==> src/rtl/uart_rxq_pkg.sv <==
package uart_rxq_pkg;
  localparam int ERR_W = 3;
  localparam int ST_W  = 6;

  typedef struct packed {
    logic brk;
    logic frm;
    logic par;
  } rx_err_t;
endpackage

==> src/rtl/rxq_store.sv <==
module rxq_store
  import uart_rxq_pkg::*;
#(
  parameter int DATA_W = 8,
  parameter int DEPTH  = 3,
  localparam int PTR_W = (DEPTH > 1) ? $clog2(DEPTH) : 1,
  localparam int CNT_W = $clog2(DEPTH + 1)
) (
  input  logic              clk,
  input  logic              rst_n,
  input  logic              clr,
  input  logic              push,
  input  logic [DATA_W-1:0] push_data,
  input  rx_err_t           push_err,
  input  logic              pop,
  output logic [DATA_W-1:0] head_data,
  output rx_err_t           head_err,
  output logic [CNT_W-1:0]  count
);
  localparam logic [PTR_W-1:0] LAST = PTR_W'(DEPTH - 1);

  logic [DATA_W-1:0] mem_d [DEPTH];
  rx_err_t           mem_e [DEPTH];
  logic [PTR_W-1:0]  wr_ptr, rd_ptr;

  function automatic logic [PTR_W-1:0] bump(input logic [PTR_W-1:0] p);
    return (p == LAST) ? '0 : p + 1'b1;
  endfunction

  always_ff @(posedge clk or negedge rst_n) begin
    if (!rst_n) begin
      wr_ptr <= '0;
      rd_ptr <= '0;
      count  <= '0;
    end else if (clr) begin
      wr_ptr <= '0;
      rd_ptr <= '0;
      count  <= '0;
    end else begin
      if (push) wr_ptr <= bump(wr_ptr);
      if (pop)  rd_ptr <= bump(rd_ptr);
      if (push && !pop)      count <= count + 1'b1;
      else if (pop && !push) count <= count - 1'b1;
    end
  end

  for (genvar g = 0; g < DEPTH; g++) begin : g_slot
    always_ff @(posedge clk) begin
      if (push && wr_ptr == PTR_W'(g)) begin
        mem_d[g] <= push_data;
        mem_e[g] <= push_err;
      end
    end
  end

  assign head_data = mem_d[rd_ptr];
  assign head_err  = mem_e[rd_ptr];
endmodule

==> src/rtl/rxq_status.sv <==
module rxq_status
  import uart_rxq_pkg::*;
(
  input  logic    clk,
  input  logic    rst_n,
  input  logic    clr,
  input  logic    err_clr,
  input  logic    blk_mode,
  input  logic    head_valid,
  input  rx_err_t head_err,
  input  logic    pop,
  input  logic    ovr_set,
  output rx_err_t err_out,
  output logic    ovr
);
  rx_err_t acc;
  logic    seen;
  rx_err_t fresh;

  assign fresh = (head_valid && !seen) ? head_err : '0;

  always_ff @(posedge clk or negedge rst_n) begin
    if (!rst_n) begin
      acc  <= '0;
      seen <= 1'b0;
      ovr  <= 1'b0;
    end else if (clr) begin
      acc  <= '0;
      seen <= 1'b0;
      ovr  <= 1'b0;
    end else begin
      ovr <= (ovr && !err_clr) || ovr_set;
      if (err_clr) begin
        acc  <= '0;
        seen <= head_valid && !pop;
      end else begin
        acc <= acc | fresh;
        if (pop)             seen <= 1'b0;
        else if (head_valid) seen <= 1'b1;
      end
    end
  end

  always_comb begin
    if (blk_mode)        err_out = acc | fresh;
    else if (head_valid) err_out = head_err;
    else                 err_out = '0;
  end
endmodule

==> src/rtl/rxq_rts.sv <==
module rxq_rts (
  input  logic clk,
  input  logic rst_n,
  input  logic clr,
  input  logic auto_en,
  input  logic start_hit,
  input  logic full,
  input  logic pop,
  output logic rts_o
);
  logic neg;

  always_ff @(posedge clk or negedge rst_n) begin
    if (!rst_n)                          neg <= 1'b0;
    else if (clr || !auto_en)            neg <= 1'b0;
    else if (start_hit && full && !pop)  neg <= 1'b1;
    else if (pop)                        neg <= 1'b0;
  end

  assign rts_o = !neg;
endmodule

==> src/rtl/uart_rx_queue.sv <==
module uart_rx_queue
  import uart_rxq_pkg::*;
#(
  parameter int DATA_W = 8,
  parameter int DEPTH  = 3
) (
  input  logic              clk,
  input  logic              rst_n,
  input  logic              cmd_rx_en,
  input  logic              cmd_rx_dis,
  input  logic              cmd_rx_rst,
  input  logic              cmd_err_rst,
  input  logic              blk_mode,
  input  logic              auto_rts,
  input  logic              start_det,
  input  logic              chr_valid,
  input  logic [DATA_W-1:0] chr_data,
  input  logic [ERR_W-1:0]  chr_err,
  output logic              rd_valid,
  input  logic              rd_ready,
  output logic [DATA_W-1:0] rd_data,
  output logic [ST_W-1:0]   status,
  output logic              rts_o,
  output logic              irq_o
);
  localparam int CNT_W = $clog2(DEPTH + 1);

  logic              rx_on;
  logic              hold_full;
  logic [DATA_W-1:0] hold_data;
  rx_err_t           hold_err;
  logic [CNT_W-1:0]  count;
  rx_err_t           head_err, err_bits, in_err, push_err;
  logic [DATA_W-1:0] push_data;
  logic              pop, full, space, take, push, ovr, ovr_set, start_hit;

  assign in_err    = rx_err_t'(chr_err);
  assign rd_valid  = (count != '0);
  assign pop       = rd_valid && rd_ready;
  assign full      = (count == CNT_W'(DEPTH));
  assign space     = !full || pop;
  assign take      = rx_on && chr_valid;
  assign start_hit = rx_on && start_det;
  assign push      = hold_full ? space : (take && space);
  assign push_data = hold_full ? hold_data : chr_data;
  assign push_err  = hold_full ? hold_err  : in_err;
  assign ovr_set   = start_hit && hold_full && !space;

  always_ff @(posedge clk or negedge rst_n) begin
    if (!rst_n)                        rx_on <= 1'b0;
    else if (cmd_rx_rst || cmd_rx_dis) rx_on <= 1'b0;
    else if (cmd_rx_en)                rx_on <= 1'b1;
  end

  always_ff @(posedge clk or negedge rst_n) begin
    if (!rst_n) begin
      hold_full <= 1'b0;
    end else if (cmd_rx_rst) begin
      hold_full <= 1'b0;
    end else if (take && (hold_full || !space)) begin
      hold_full <= 1'b1;
    end else if (hold_full && space) begin
      hold_full <= 1'b0;
    end
  end

  always_ff @(posedge clk) begin
    if (take && (hold_full || !space)) begin
      hold_data <= chr_data;
      hold_err  <= in_err;
    end
  end

  rxq_store #(.DATA_W(DATA_W), .DEPTH(DEPTH)) store_i (
    .clk       (clk),
    .rst_n     (rst_n),
    .clr       (cmd_rx_rst),
    .push      (push),
    .push_data (push_data),
    .push_err  (push_err),
    .pop       (pop),
    .head_data (rd_data),
    .head_err  (head_err),
    .count     (count)
  );

  rxq_status status_i (
    .clk        (clk),
    .rst_n      (rst_n),
    .clr        (cmd_rx_rst),
    .err_clr    (cmd_err_rst),
    .blk_mode   (blk_mode),
    .head_valid (rd_valid),
    .head_err   (head_err),
    .pop        (pop),
    .ovr_set    (ovr_set),
    .err_out    (err_bits),
    .ovr        (ovr)
  );

  rxq_rts rts_i (
    .clk       (clk),
    .rst_n     (rst_n),
    .clr       (cmd_rx_rst),
    .auto_en   (auto_rts),
    .start_hit (start_hit),
    .full      (full),
    .pop       (pop),
    .rts_o     (rts_o)
  );

  assign status = {err_bits.brk, err_bits.frm, err_bits.par, ovr, full, rd_valid};
  assign irq_o  = rd_valid;
endmodule

==> config.mk <==
export PLATFORM = sky130hd
export DESIGN_NAME = uart_rx_queue
export DESIGN_NICKNAME = d
export VERILOG_FILES = /design/src/rtl/uart_rxq_pkg.sv /design/src/rtl/rxq_store.sv /design/src/rtl/rxq_status.sv /design/src/rtl/rxq_rts.sv /design/src/rtl/uart_rx_queue.sv
export SDC_FILE = /design/constraint.sdc
export NUM_CORES = 1
export LEC_CHECK = 0
export BUFFER_PORTS_ARGS = -buffer_cell sky130_fd_sc_hd__buf_2
export CORE_ASPECT_RATIO = 1.2
export CORE_MARGIN = 2
export CORE_UTILIZATION = 35
export CTS_CLUSTER_SIZE = 10
export DETAILED_ROUTE_END_ITERATION = 16
export PLACE_DENSITY = 0.6
export SKIP_CTS_REPAIR_TIMING = 1
export SYNTH_ARGS = -nofsm -noshare
export SYNTH_HDL_FRONTEND = slang
export SYNTH_SLANG_ARGS = --single-unit
==> constraint.sdc <==
create_clock -name clk -period 3 [get_ports clk]
set_input_delay 0.45 -clock clk [delete_from_list [all_inputs] [get_ports clk]]
set_output_delay 0.45 -clock clk [all_outputs]
set_load 0.005 [all_outputs]
; Word level (Yosys, flattened, before mapping)
; Memories as Yosys holds them, arrays and structs flattened.
; Cells that the tools add are included.
[totals]
register_bits = 25
ram_bits = 33
elab_cells = 118
n_memories = 2
[op_classes]
addsub = 4
n_eq_ne = 4
n_mux = 48
n_bitwise = 1
reduce_logical = 44
[mem_list]
columns = memory, depth, word_bits, rd, rd_ports_with_merged_regs, wr, line
row1 = store_i.mem_d, 3, 8, 1, 0, 1, rxq_store.sv:22  ; logic [DATA_W-1:0] mem_d [DEPTH];
row2 = store_i.mem_e, 3, 3, 1, 0, 1, rxq_store.sv:23  ; rx_err_t mem_e [DEPTH];
[op_table]
columns = cell, count
row1 = 2-bit two-way mux, 13
row2 = 1-bit two-way mux, 24
row3 = 3-bit two-way mux, 8
row4 = 8-bit two-way mux, 3
row5 = 1-bit logical AND, 18
row6 = 8-bit OR reduction, 2
row7 = 3-bit nonzero test, 3
row8 = 1-bit zero test, 8
row9 = 2-bit nonzero test, 4
row10 = "2-bit by 1-bit adder with 2-bit output, second input constant", 3
row11 = "2-bit equality test, second input constant", 3
row12 = 3-bit OR reduction, 2
row13 = 1-bit logical OR, 5
row14 = 4-bit nonzero test, 1
row15 = 3-bit OR, 1
row16 = "2-bit by 1-bit equality test with 1-bit output, second input constant", 1
row17 = 2-bit zero test, 1
row18 = "2-bit by 1-bit subtractor with 2-bit output, second input constant", 1

; Depth between registers and ports, before layout
[logic_depth]
word_depth = 11
depth_mapped = 5
mapped_depth_nobuf = 4

; Modules after synthesis
; From an unflattened synthesis, not the netlist that was laid out.
[hier_totals]
hier_cells = 170
hier_area_um2 = 2511.2
[modules_own_cells]
columns = module, instances, cells_each, area_each_um2
row1 = rxq_store, 1, 99, 1545.2
row2 = uart_rx_queue, 1, 45, 673.1
row3 = rxq_status, 1, 22, 244.0
row4 = rxq_rts, 1, 4, 48.8

; Least setup slack after synthesis
; Ideal clock, no wire load.
[synth_timing]
path_kind = input-to-reg
startpoint = input rd_ready
endpoint = memory store_i.mem_d[1][0] (enable)
setup_ps = 396
arrival_ps = 1702
required_time_ps = 2604
path_slack_ps = 902
path_stages = 3
path_buffers = 0
path_cell_list = and3b_1 > nand2b_4 > nor3b_1
[synth_between]
elab_chain_len = 10
word_cells_on_any_way = 19
classes_between = mux (11) / reduce/logical (8)
[synth_rtl]
columns = item, line
row1 = start: declaration, uart_rx_queue.sv:20  ; input logic rd_ready,
row2 = 1-bit logical AND (*), uart_rx_queue.sv:39  ; assign pop = rd_valid && rd_ready;
row3 = 1-bit logical OR (*), uart_rx_queue.sv:41  ; assign space = !full || pop;
row4 = 1-bit logical AND, uart_rx_queue.sv:44  ; assign push = hold_full ? space : (take && space);
row5 = 1-bit two-way mux (*), uart_rx_queue.sv:44
row6 = 1-bit logical AND, rxq_store.sv:49  ; if (push && wr_ptr == PTR_W'(g)) begin
row7 = 1-bit two-way mux, rxq_store.sv:49
row8 = 1-bit two-way mux (implied by the code), rxq_store.sv:50  ; mem_d[g] <= push_data;
row9 = 8-bit OR reduction (no line), --
row10 = 2-bit two-way mux (no line) / 1-bit two-way mux (equally long branches) (2 in series), --
row11 = end: declaration, rxq_store.sv:22
; Mark *: on every way between the ends. The rest lies on a longest branch, timed or not.

; Worst setup path in the final report
[layout_timing]
startpoint = register store_i.rd_ptr[0]
endpoint = output status[3]
[layout_between]
elab_chain_len = 4
word_cells_on_any_way = 5
classes_between = mux (3) / bitwise (1) / memory (1)
[layout_rtl]
columns = item, line
row1 = start: declaration, rxq_store.sv:24  ; logic [PTR_W-1:0] wr_ptr, rd_ptr;
row2 = start signal: assignment, rxq_store.sv:41  ; if (pop) rd_ptr <= bump(rd_ptr);
row3 = memory read 3 x 3 bit (*), --
row4 = 3-bit two-way mux, rxq_status.sv:20  ; assign fresh = (head_valid && !seen) ? head_err : '0;
row5 = 3-bit OR, rxq_status.sv:45  ; if (blk_mode) err_out = acc | fresh;
row6 = 3-bit two-way mux (*), rxq_status.sv:45
row7 = end: declaration, uart_rx_queue.sv:22  ; output logic [ST_W-1:0] status,
; Marked as above.

==> results.sh <==
export IMPL_slew_violations=0
export IMPL_grt_first_pass_wirelength_mm=6.59
export IMPL_die_width_um=80.7
export IMPL_synth_top_area_share=0.535
export IMPL_tightest_slew_ns=0.708
export IMPL_num_antenna_cells=0
export IMPL_finalSetupViolations=0
export IMPL_max_slew_margin_rel=0.528
export IMPL_clock_tree_root_cell="sky130_fd_sc_hd__clkbuf_8"
export IMPL_ys_async_sr_fraction=0.241
export IMPL_via_count_of_the_first_global_routing_pass=1368
export IMPL_cts_buffer_depth=2
export IMPL_ant_nets=0
export IMPL_layout_area_overhead_vs_synth_pct=16.4
export IMPL_pre_cts_ws_ns=1.07
export IMPL_detailed_place_area_mm2=0.00272
export IMPL_synth_top_cells_by_area="sky130_fd_sc_hd__edfxtp_1 (53%), sky130_fd_sc_hd__dfrtp_1 (14%), sky130_fd_sc_hd__mux2_2 (5.0%)"
export IMPL_wl_mm=4.17
export IMPL_critical_path_arrival_ns=1.79
export IMPL_peakVddDrop_mv=0.228
export IMPL_power_density_cell_area_mw_per_mm2=522
export IMPL_min_delay_path_class="primary input to asynchronous set/reset pin"
export IMPL_drcViolationCount=0
export IMPL_setup_repair_after_global_routing_missed_its_margin="false"
export IMPL_clock_skew_after_layout_ns=0.00607
export IMPL_cts_tree="yes"
export IMPL_floorplan_io_pins=39
export IMPL_synthesis_area_mm2=0.00247
export IMPL_numPortBuffers=38
export IMPL_synthesis_instances=180
export IMPL_fin_crit_ns=2.24
export IMPL_clkLatencyLatePin_ns=0.32
export IMPL_cts_htree_levels=3
export IMPL_synth_top_area_cell="sky130_fd_sc_hd__edfxtp_1"
export IMPL_cts_sink_count=58
export IMPL_postLayoutCellArea_mm2=0.00288
export IMPL_synth_edf_count=44
export IMPL_clkTransAtPathRegs_ns=0.06
export IMPL_antenna_found_initial=0
export IMPL_initial_core_util=0.361
export IMPL_synth_nets=202
export IMPL_maximum_number_of_pins_on_one_net_before_global_route_repair=26
export IMPL_crit_path_start_kind="flip-flop"
export IMPL_route_detailed_wl_per_inst_um=13.4
export IMPL_dominantRegCellSynth="sky130_fd_sc_hd__edfxtp_1"
export IMPL_route_detailed_vias_per_inst=4.70
export IMPL_grt_overflow=0
export IMPL_floorplan_die_area_mm2=0.00775
export IMPL_grt_total_usage=0.120
export IMPL_design_power_total_w=0.00150
export IMPL_nets=243
export IMPL_drt_iter0_drc=92
export IMPL_rows=33
export IMPL_fin_setup_tns_ns=0
export IMPL_critical_path_class="flip-flop to output pin"
export IMPL_hpwl_mm=2.84
export IMPL_final_hold_violation_count=0
export IMPL_final_min_period_over_clock_period=0.746
export IMPL_layout_drive_gt1_share=0.298
export IMPL_cp_end_kind="output pin"
export IMPL_syn_mean_instance_area_um2=13.7
export IMPL_routability_congestion_estimate=0.683
export IMPL_fmax_mhz=447
export IMPL_die_h_um=96.0
export IMPL_run_status="finished clean"
export IMPL_detailedRoute_firstPassIterationCount=4
export IMPL_static_leakage_power_nw=1.11
export IMPL_crit_path_max_fanout=17
export IMPL_max_cap_violations=0
export IMPL_synth_ff_latch_count=58
export IMPL_nFillCells=672
export IMPL_library_cells_used_by_synthesis=34
export IMPL_synth_seq_area_share=0.676
export IMPL_worstPathRequired_ns=2.55
export IMPL_synth_warning_count=0
export IMPL_numCtsBuffers=9
export IMPL_via_count=1466
export IMPL_fin_util=0.419
export IMPL_post_route_worst_setup_slack_ns=0.763
export IMPL_core_area_mm2=0.00685
[placed cells by master (no fill, tap or decap), types with 2 or more instances in the layout]
| master | n |
|---|---|
| sky130_fd_sc_hd__edfxtp_1 | 44 |
| sky130_fd_sc_hd__buf_2 | 38 |
| sky130_fd_sc_hd__nand2_1 | 23 |
| sky130_fd_sc_hd__o21ai_0 | 14 |
| sky130_fd_sc_hd__dfrtp_1 | 14 |
| sky130_fd_sc_hd__mux2_2 | 11 |
| sky130_fd_sc_hd__mux2i_1 | 10 |
| sky130_fd_sc_hd__clkbuf_8 | 9 |
| sky130_fd_sc_hd__nor2b_1 | 5 |
| sky130_fd_sc_hd__a21oi_1 | 5 |
| sky130_fd_sc_hd__nand3_1 | 4 |
| sky130_fd_sc_hd__nor2_1 | 4 |
| sky130_fd_sc_hd__a211oi_1 | 3 |
| sky130_fd_sc_hd__nand2b_1 | 3 |
| sky130_fd_sc_hd__o41ai_1 | 3 |
| sky130_fd_sc_hd__inv_1 | 3 |
| sky130_fd_sc_hd__nor3_1 | 3 |
| sky130_fd_sc_hd__nor3b_1 | 3 |
| sky130_fd_sc_hd__buf_4 | 3 |
| sky130_fd_sc_hd__and3b_1 | 2 |
| sky130_fd_sc_hd__o211a_1 | 2 |
| sky130_fd_sc_hd__clkinv_1 | 2 |
| sky130_fd_sc_hd__clkbuf_1 | 2 |
[layer usage]
layer,vias up,share of wire,GRT usage
met5,-,0,0
met4,0,0.012,0.0720
met3,2,0.031,0.0422
met2,23,0.48,0.183
met1,695,0.47,0.145
li1,746,-,-
[cells by family (layout without fill, tap and decap cells)]
group	after synthesis	after routing	share of synthesized area
muxes	22	22	0.0967
and+or+nand+nor	54	54	0.113
buffers and inverters	15	60	0.0339
AOI/OAI and AO/OA	31	31	0.0795
DFF	58	58	0.676
[cell type report]
class	instances	area, um^2	area share
sequential	58	1670	0.581
inverter	4	15.0	0.00522
timing repair buffer	41	213	0.0740
clock buffer	11	131	0.0457
multi-input combinational	107	716	0.249
clock inverter	4	20.0	0.00696
tap	87	109	0.0379
[per-stage QoR]
stage / hold slack, ns / std cells
6_report: 0.0260 / 312
5_1_grt: 0.0231 / 312
4_1_cts: 0.0127 / 312
3_5_place_dp: 0.375 / 297
3_3_place_gp: 0.373 / 297
2_1_floorplan: 0.154 / 180
[final timing paths]
| kind | start | to | slack (ns) | cells after the start |
|---|---|---|---|---|
| worst max-delay path | store_i.rd_ptr[0] | status[3] | 0.76 | 4 |
| worst min-delay path | rst_n | store_i.wr_ptr[1] | 0.03 | 1 |
| worst max register to register | hold_full | store_i.mem_d[1][0] | 1.16 | 4 |
| worst min register to register | status_i.acc[2] | status_i.acc[2] | 0.47 | 2 |
| max in group asynchronous | rst_n | status_i.acc[0] | 2.72 | 1 |
| min in group clk | cmd_rx_dis | rx_on | 0.28 | 2 |
[synth_stat cells, types with 3 or more instances]
cell                        n
sky130_fd_sc_hd__nor3b_1    3
sky130_fd_sc_hd__mux2i_1   10
sky130_fd_sc_hd__inv_1      3
sky130_fd_sc_hd__nor2b_1    5
sky130_fd_sc_hd__a21oi_1    5
sky130_fd_sc_hd__buf_4      6
sky130_fd_sc_hd__nor2_1     4
sky130_fd_sc_hd__buf_2      4
sky130_fd_sc_hd__a211oi_1   3
sky130_fd_sc_hd__mux2_2    11
sky130_fd_sc_hd__nor3_1     3
sky130_fd_sc_hd__nand2b_1   3
sky130_fd_sc_hd__o21ai_0   14
sky130_fd_sc_hd__nand3_1    4
sky130_fd_sc_hd__o41ai_1    3
sky130_fd_sc_hd__dfrtp_1   14
sky130_fd_sc_hd__edfxtp_1  44
sky130_fd_sc_hd__nand2_1   23
[critical path, stage by stage (launching register included)]
cell	delay (ns)
sky130_fd_sc_hd__dfrtp_1	0.79
sky130_fd_sc_hd__nor2b_1	0.10
sky130_fd_sc_hd__a211oi_1	0.30
sky130_fd_sc_hd__o21ai_0	0.13
sky130_fd_sc_hd__buf_2	0.14
[sequential cells by signal, indices dropped and copies added (netlist names)]
| name | count |
|---|---|
| hold_data | 8 |
| hold_err | 3 |
| hold_full | 1 |
| rts_i.neg | 1 |
| rx_on | 1 |
| status_i.acc | 3 |
| status_i.ovr | 1 |
| status_i.seen | 1 |
| store_i.count | 2 |
| store_i.mem_d | 24 |
| store_i.mem_e | 9 |
| store_i.rd_ptr | 2 |
| store_i.wr_ptr | 2 |
[report_power, final]
group / internal (W) / switching, W
Clock: 0.000288 / 0.000273
Combinational: 0.0000293 / 0.0000347
Sequential: 0.000872 / 0.00000525
Total: 0.00119 / 0.000313
(Power assumes the default switching activity.)
